File: config.mk
export PLATFORM = sky130hd
export DESIGN_NAME = ofs_counter_top
export DESIGN_NICKNAME = d
export VERILOG_FILES = /design/src/rtl/ofs_cnt_pkg.sv /design/src/rtl/cnt_slice.sv /design/src/rtl/cnt_chain.sv /design/src/rtl/ofs_unit.sv /design/src/rtl/ofs_counter_top.sv
export SDC_FILE = /design/constraint.sdc
export NUM_CORES = 1
export LEC_CHECK = 0
export ABC_AREA = 1
export BUFFER_PORTS_ARGS = -buffer_cell sky130_fd_sc_hd__buf_2
export CORE_MARGIN = 3
export CORE_UTILIZATION = 51
export CTS_CLUSTER_SIZE = 8
export DETAILED_ROUTE_END_ITERATION = 8
export PLACE_DENSITY = 0.81
export SETUP_SLACK_MARGIN = 0.1
export SLEW_MARGIN = 5
export SYNTH_ARGS = -nofsm -noshare
export SYNTH_HDL_FRONTEND = slang
export SYNTH_SLANG_ARGS = --single-unit
export TNS_END_PERCENT = 1
File: constraint.sdc
create_clock -name clk -period 2.4 [get_ports clk]
set_clock_uncertainty 0.2 [all_clocks]
set_input_delay 0.12 -clock clk [delete_from_list [all_inputs] [get_ports clk]]
set_output_delay 0.12 -clock clk [all_outputs]
set_load 0.005 [all_outputs]
File: src/rtl/ofs_cnt_pkg.sv
package ofs_cnt_pkg;

  // Selects how an offset unit closes its sequence
  typedef enum logic {
    OFS_RELOAD_AT_TOP = 1'b0,  // carry drives load with a preset
    OFS_CLEAR_AT_TERM = 1'b1   // terminal decode drives clear
  } ofs_mode_e;

endpackage

File: src/rtl/cnt_slice.sv
module cnt_slice #(
  parameter int W = 4
) (
  input  logic         clk,
  input  logic         rst,
  input  logic         clr_n,
  input  logic         ld_n,
  input  logic         en_p,
  input  logic         en_t,
  input  logic [W-1:0] din,
  output logic [W-1:0] q,
  output logic         carry
);

  localparam logic [W-1:0] ONE = W'(1);

  // clear beats load, load beats count
  always_ff @(posedge clk) begin
    if (rst)            q <= '0;
    else if (!clr_n)    q <= '0;
    else if (!ld_n)     q <= din;
    else if (en_p && en_t) q <= q + ONE;
  end

  assign carry = (&q) & en_t;

  p_clear_r4: assert property (@(posedge clk) disable iff (rst)
    !clr_n |=> (q == '0));

  p_load_r5: assert property (@(posedge clk) disable iff (rst)
    (clr_n && !ld_n) |=> (q == $past(din)));

  p_hold_r2: assert property (@(posedge clk) disable iff (rst)
    (clr_n && ld_n && !(en_p && en_t)) |=> $stable(q));

  p_wrap_r3: assert property (@(posedge clk) disable iff (rst)
    (clr_n && ld_n && en_p && carry) |=> (q == '0));

endmodule

File: src/rtl/cnt_chain.sv
module cnt_chain #(
  parameter int W = 4,
  parameter int N = 2
) (
  input  logic           clk,
  input  logic           rst,
  input  logic           clr_n,
  input  logic           ld_n,
  input  logic           en_p,
  input  logic           en_t,
  input  logic [W*N-1:0] din,
  output logic [W*N-1:0] q,
  output logic           carry
);

  localparam logic [W-1:0] ONE = W'(1);

  logic [N:0] t_link;
  assign t_link[0] = en_t;

  for (genvar i = 0; i < N; i++) begin : g_slice
    cnt_slice #(.W(W)) u_slice (
      .clk   (clk),
      .rst   (rst),
      .clr_n (clr_n),
      .ld_n  (ld_n),
      .en_p  (en_p),
      .en_t  (t_link[i]),
      .din   (din[i*W +: W]),
      .q     (q[i*W +: W]),
      .carry (t_link[i+1])
    );

    if (i > 0) begin : g_link_chk
      p_cascade_r6: assert property (@(posedge clk) disable iff (rst)
        (clr_n && ld_n && en_p && t_link[i]) |=>
          (q[i*W +: W] == $past(q[i*W +: W]) + ONE));
      p_no_step_r6: assert property (@(posedge clk) disable iff (rst)
        (clr_n && ld_n && !t_link[i]) |=> $stable(q[i*W +: W]));
    end
  end

  assign carry = t_link[N];

endmodule

File: src/rtl/ofs_unit.sv
module ofs_unit
  import ofs_cnt_pkg::*;
#(
  parameter int        W      = 4,
  parameter ofs_mode_e MODE   = OFS_RELOAD_AT_TOP,
  parameter int        MARKER = 6
) (
  input  logic         clk,
  input  logic         rst,
  input  logic         en,
  output logic [W-1:0] q,
  output logic         carry
);

  localparam logic [W-1:0] MARK = W'(MARKER);

  logic         fb_clr_n;
  logic         fb_ld_n;
  logic [W-1:0] fb_din;

  if (MODE == OFS_RELOAD_AT_TOP) begin : g_reload
    assign fb_clr_n = 1'b1;
    assign fb_ld_n  = ~carry;
    assign fb_din   = MARK;

    p_reload_r7: assert property (@(posedge clk) disable iff (rst)
      carry |=> (q == MARK));
  end else begin : g_term_clear
    assign fb_clr_n = ~(q == MARK);
    assign fb_ld_n  = 1'b1;
    assign fb_din   = '0;

    p_term_clear_r8: assert property (@(posedge clk) disable iff (rst)
      (q == MARK) |=> (q == '0));
  end

  cnt_slice #(.W(W)) u_core (
    .clk   (clk),
    .rst   (rst),
    .clr_n (fb_clr_n),
    .ld_n  (fb_ld_n),
    .en_p  (en),
    .en_t  (en),
    .din   (fb_din),
    .q     (q),
    .carry (carry)
  );

endmodule

File: src/rtl/ofs_counter_top.sv
module ofs_counter_top
  import ofs_cnt_pkg::*;
#(
  parameter int SLICE_W   = 4,
  parameter int N_SLICES  = 2,
  parameter int START_VAL = 6,
  parameter int END_VAL   = 13
) (
  input  logic                          clk,
  input  logic                          rst,
  input  logic                          clr_n,
  input  logic                          ld_n,
  input  logic                          en_p,
  input  logic                          en_t,
  input  logic [SLICE_W*N_SLICES-1:0]   din,
  input  logic                          ofs_en,
  output logic [SLICE_W*N_SLICES-1:0]   cnt_q,
  output logic                          cnt_rco,
  output logic [SLICE_W-1:0]            start_q,
  output logic                          start_rco,
  output logic [SLICE_W-1:0]            end_q,
  output logic                          end_rco
);

  localparam int TOT_W = SLICE_W * N_SLICES;

  cnt_chain #(.W(SLICE_W), .N(N_SLICES)) u_chain (
    .clk   (clk),
    .rst   (rst),
    .clr_n (clr_n),
    .ld_n  (ld_n),
    .en_p  (en_p),
    .en_t  (en_t),
    .din   (din),
    .q     (cnt_q),
    .carry (cnt_rco)
  );

  ofs_unit #(.W(SLICE_W), .MODE(OFS_RELOAD_AT_TOP), .MARKER(START_VAL)) u_start (
    .clk   (clk),
    .rst   (rst),
    .en    (ofs_en),
    .q     (start_q),
    .carry (start_rco)
  );

  ofs_unit #(.W(SLICE_W), .MODE(OFS_CLEAR_AT_TERM), .MARKER(END_VAL)) u_end (
    .clk   (clk),
    .rst   (rst),
    .en    (ofs_en),
    .q     (end_q),
    .carry (end_rco)
  );

  p_reset_r1: assert property (@(posedge clk)
    rst |=> (cnt_q == '0 && start_q == '0 && end_q == '0));

  p_full_wrap_r6: assert property (@(posedge clk) disable iff (rst)
    (clr_n && ld_n && en_p && cnt_rco) |=> (cnt_q == TOT_W'(0)));

  p_ofs_hold_r9: assert property (@(posedge clk) disable iff (rst)
    !ofs_en |=> $stable(start_q));

endmodule

* After elaboration in Yosys (flattened, before gate mapping) *
Index checks and enable logic that the tools add are counted.

storage, ports and cells
  register bits after elaboration = 16
  input bits = 15
  output and inout port bits = 19
  logic and storage cells = 33

cells by class
  add/sub/neg operators = 4
  eq/ne operators = 3
  mux-type cells = 6
  bitwise gates (word level) = 5
  reductions and logical operators = 10

operator list
  kind                                                                      number
  4-bit by 1-bit adder with 4-bit output (second input constant)            4
  4-bit 2-to-1 mux                                                          4
  4-bit AND reduction                                                       4
  3-bit 2-to-1 mux                                                          2
  2-bit OR reduction                                                        3
  1-bit bitwise AND                                                         4
  4-bit equality test (second input constant)                               1
  2-bit by 1-bit inequality test with 1-bit output (second input constant)  2
  1-bit logical AND                                                         2
  2-bit nonzero test                                                        1
  1-bit inverter                                                            1

* Logic depth before layout (Yosys ltp) *
  word-level depth = 5
  gate-level depth with buffers = 8
  mapped depth without buffers = 8

* Modules after synthesis *
A second synthesis with hierarchy kept.

unflattened totals
  cell total of the unflattened synthesis = 162
  area total of the unflattened synthesis = 1136.1 um^2

modules (own cells, without submodules)
  module              instances  cells an instance  area each (um^2)  seq. area each (um^2)
  cnt_slice           4          38                 274.0             80.1
  ofs_unit (u_end)    1          7                  28.8              0.0
  ofs_unit (u_start)  1          3                  11.3              0.0

* Worst setup path before layout *
No wires, ideal clock.

  path kind = flip-flop to flip-flop
  start = reg u_chain.g_slice[0].u_slice.q[0]
  end = reg u_chain.g_slice[1].u_slice.q[0]
  library setup time = 116 ps
  data arrival time = 1050 ps
  data required time = 2084 ps
  slack = 1034 ps
  cell stages (with the launch flop) = 9
  buffers on the path = 0
  period minus slack after synthesis = 1366 ps
  cells stage by stage = dfxtp_1 -> ha_1 -> nand2_2 -> nor2_2 -> nand2_2 -> nand2_4 -> inv_2 -> nor2_1 -> nor2_1

between the ends
  longest elaborated chain between the ends = 4

RTL lines
  item                                                               line             text
  start, declared                                                    cnt_slice.sv:11  output logic [W-1:0] q,
  start signal, assigned                                             cnt_slice.sv:21  else if (!ld_n) q <= din;
  start signal, assigned                                             cnt_slice.sv:22  else if (en_p && en_t) q <= q + ONE;
  4-bit AND reduction                                                cnt_slice.sv:25  assign carry = (&q) & en_t;
  1-bit bitwise AND                                                  cnt_slice.sv:25
  1-bit logical AND                                                  cnt_slice.sv:22
  2-bit by 1-bit inequality test with 1-bit output (no source line)  -
  end signal, assigned                                               cnt_slice.sv:21
  end signal, assigned                                               cnt_slice.sv:22
  end, declared                                                      cnt_slice.sv:11

Every way passes these cells.
A chain may end at the register's enable or synchronous reset.

* Worst setup path in the final report *
  start = reg u_chain.g_slice[0].u_slice.q[0]
  end = out cnt_rco

between the ends
  longest elaborated chain between the ends = 3

RTL lines
  item                            line                   text
  4-bit AND reduction             cnt_slice.sv:25
  1-bit bitwise AND (2 in a row)  cnt_slice.sv:25
  end, declared                   ofs_counter_top.sv:18  output logic cnt_rco,

Every way passes these cells.

==> impl_results.md <==
- Outcome: finished, final reports clean
- Count of buffers inserted at the top-level ports: 33
- Fraction of post-synthesis cell area in the top cell type by area: between 30% and 40%
- Startpoint type of the worst setup path: flop
- FF-to-FF path depth: 8
- Total stage count of the critical path: 4
- Final standard cell utilization of the core: 75.1%
- Share of the cycle needed by the critical path after routing: between 70% and 80%
- Filler instances: 123
- Fraction of synthesis flops using an asynchronous set or reset pin: 0%
- Number of antenna violations at the first check in global routing: 0
- Cell family with most CP delay: flip-flops
- Cell variety after synth: 27
- Boundary Pins: 34
- Final setup fails: 0
- Post-synthesis register bit count: 16
- Critical path data arrival time: 1400 ps
- Combined area of all synthesized cells: 905 um^2
- Biggest area contributors in the synthesized netlist: sky130_fd_sc_hd__dfxtp_1, sky130_fd_sc_hd__nand2_1, sky130_fd_sc_hd__nor2_1, sky130_fd_sc_hd__ha_1, sky130_fd_sc_hd__nand3_1
- Maximum number of pins on one net before global-route repair: 11
- Y dimension of the die: 48.1 um
- Area of the die: around 2300 um^2
- Worst Setup Path Type: reg2out
- Prevailing post-synth register cell: sky130_fd_sc_hd__dfxtp_1
- First-pass GRT wire length: between 3000 and 4000 um
- Pwr/cell area: 468 nW/um^2
- Sequential cell area: 320 um^2
- Horizontal die dimension: 48.1 um
- Maximum vdd ir drop: ~0.00032 V
- Critical Path RT: roughly 2100 ps
- Count of final max-slew check failures: 0
- Sum of net half-perimeters after detailed placement: roughly 1600 um
- Root buf cell: sky130_fd_sc_hd__clkbuf_4
- Clock tree from TritonCTS: done
- Placed cell count: 180
- Initial Utilization: 56.8%
- Vias in the first global route: 782
- Count leader, synth: sky130_fd_sc_hd__nand2_1
- Router iterations before antenna repair: 4
- First DRT Iteration DRCs: 15
- Hold Crit Depth: 5
- Floorplan core area: 1590 um^2
- Proportion of synthesized chip area in sequential cells: 35.4%
- Final routed wire length divided by cell count: 10.8 um
- DR DRC count: 0
- Number of failing hold endpoints at the final stage: 0
- Post-synth top area cell: sky130_fd_sc_hd__dfxtp_1
- Final #Nets: about 190
- Cells along the critical path: ha_1, nand2_2, nor4_1, buf_2
- Worst setup slack after layout: 682 ps
- Max-cap viol count: 0
- Transition at the pin with the smallest max-transition slack: roughly 240 ps
- Leakage power of the design: ~0.6 nW
- Maximum buffer depth of the clock tree: 2
- Setup TNS Final: 0 ps
- Std cell rows: 14
- RePlAce Congestion: approximately 0.8
- Placement Setup Slack: 969 ps
- RSZ-0062 raised after global routing: no
- CP Max Fanout: 5
- Reg clk slew, reported paths: around 90 ps
- Slowest cell on crit path: sky130_fd_sc_hd__dfxtp_1
- Total grt overflow: 0
- Flop-to-flop setup slack: 950 ps
- Via Count: approximately 960
- DR vias/cell: 5.02
- Clock insertion delay at the later pin of the skew report: 280 ps
- Mean post-synth cell area: between 7 and 8 um^2
- Worst setup EP type: output pin
- Synth-to-layout area growth: 32.4%
- Antenna viol nets, final: 0
- Number of buffers added by the clock tree synthesis step: 3
- Cell types with the highest counts after synthesis: sky130_fd_sc_hd__nand2_1, sky130_fd_sc_hd__nor2_1, sky130_fd_sc_hd__dfxtp_1, sky130_fd_sc_hd__inv_1, sky130_fd_sc_hd__nand3_1
- Number of antenna cells inserted: 0
- TritonCTS sink count: 16
- Maximum clock rate: 582 MHz
- Fraction of layout instances using a drive strength above 1: 30.4%
- Number of buffers and inverters on the critical path: 1
- Number of standard cells in the final layout excluding fillers: 192
- Number of H-tree levels: 1
- Syn Nets: 145
- Stage delay of the slowest cell on the critical path: 410 ps
- Clock period minus final worst setup slack: around 1700 ps
- Count of flip-flops with a built-in enable after synthesis: 0
- Total Routing Usage GR: 19.4%
- Routed WL: 2070 um
- Remaining max-slew budget at the tightest pin: a little over four fifths
- Worst min-delay path class: in2reg
- Area used by multi-input combinational logic: between 500 and 600 um^2
- Number of synthesis warnings: 0
- Hold Worst Slack: 0.925 ps
- Instance count of the mapped netlist: 125
-- worst paths after layout --
path | to | startpoint
max | cnt_rco | u_chain.g_slice[0].u_slice.q[0]
min | u_chain.g_slice[1].u_slice.q[0] | din[4]
max reg2reg | u_chain.g_slice[1].u_slice.q[1] | u_chain.g_slice[0].u_slice.q[0]
min reg2reg | u_start.u_core.q[1] | u_start.u_core.q[1]
-- report_power, final --
group          leakage, nW  internal, mW  total (mW)  switching (mW)
registers            0.131         0.277       0.289          0.0129
clock network       0.0210        0.0922       0.175          0.0829
logic                0.465        0.0461      0.0954          0.0493
-- kinds of logic (layout without fill, tap and decap cells) --
family          count (synthesis)  after routing  share of synthesized area, %
compound gates                 16             16                          9.41
xor+xnor                        3              3                          2.91
fa+ha+maj                       5              5                          6.92
buf+inv                        13             56                          6.92
flops                          16             16                          35.4
simple gates                   72             72                          38.5
-- state kept, by name (all words and copies together), names as in the netlist --
signal,count
u_chain.g_slice.u_slice.q,8
u_end.u_core.q,4
u_start.u_core.q,4
-- layout make-up --
cell class,instances,share of cell area [%]
tap,24,2.51
inverter,11,3.66
sequential,16,26.8
clock buffer,4,3.03
multi-input combinational,96,43.6
timing repair buffer,41,20.5
-- layer usage --
layer  GRT usage [%]  vias up  part of all wire (%)
li1                -      495                     -
met1            22.0      439                    42
met2            33.5       26                    51
met3            4.80        4                   5.7
met4            9.68        0                   1.4
met5               0        -                     0
-- placed cells by master (no fill, tap or decap), drive strengths merged --
cell type	Yosys	routed
buf	2	33
nand2	32	32
nor2	19	19
dfxtp	16	16
inv	11	11
nand3	9	9
dlygate4sd3	0	8
a21oi	8	8
o21ai	7	7
ha	5	5
nor3	4	4
or2	4	4
clkbuf	0	4
nand4	3	3
xor2	3	3
nor4	1	1
a31oi	1	1
-- what timing repair did --
action,in CTS,in global routing
hold buffers,8,0
hold endpoints to repair,11,0
gates resized for setup,0,0
buffers inserted,0,0
-- through the flow --
stage	total power, mW	instance area [um^2]
2_1_floorplan	0.349	905
3_3_place_gp	0.377	1080
5_1_grt	0.593	1200
4_1_cts	0.565	1200
3_5_place_dp	0.381	1080
6_report	0.560	1200
-- worst reg2reg max path, stage by stage, from the launching register on --
cell and delay, ps:
sky130_fd_sc_hd__dfxtp_1 410, sky130_fd_sc_hd__ha_1 200, sky130_fd_sc_hd__nand2_2 80, sky130_fd_sc_hd__nor2_2 120
sky130_fd_sc_hd__nand2_2 70, sky130_fd_sc_hd__nand2_4 80, sky130_fd_sc_hd__inv_2 60, sky130_fd_sc_hd__nor2_1 90
sky130_fd_sc_hd__nor2_1 50
(Power assumes the default switching activity.)
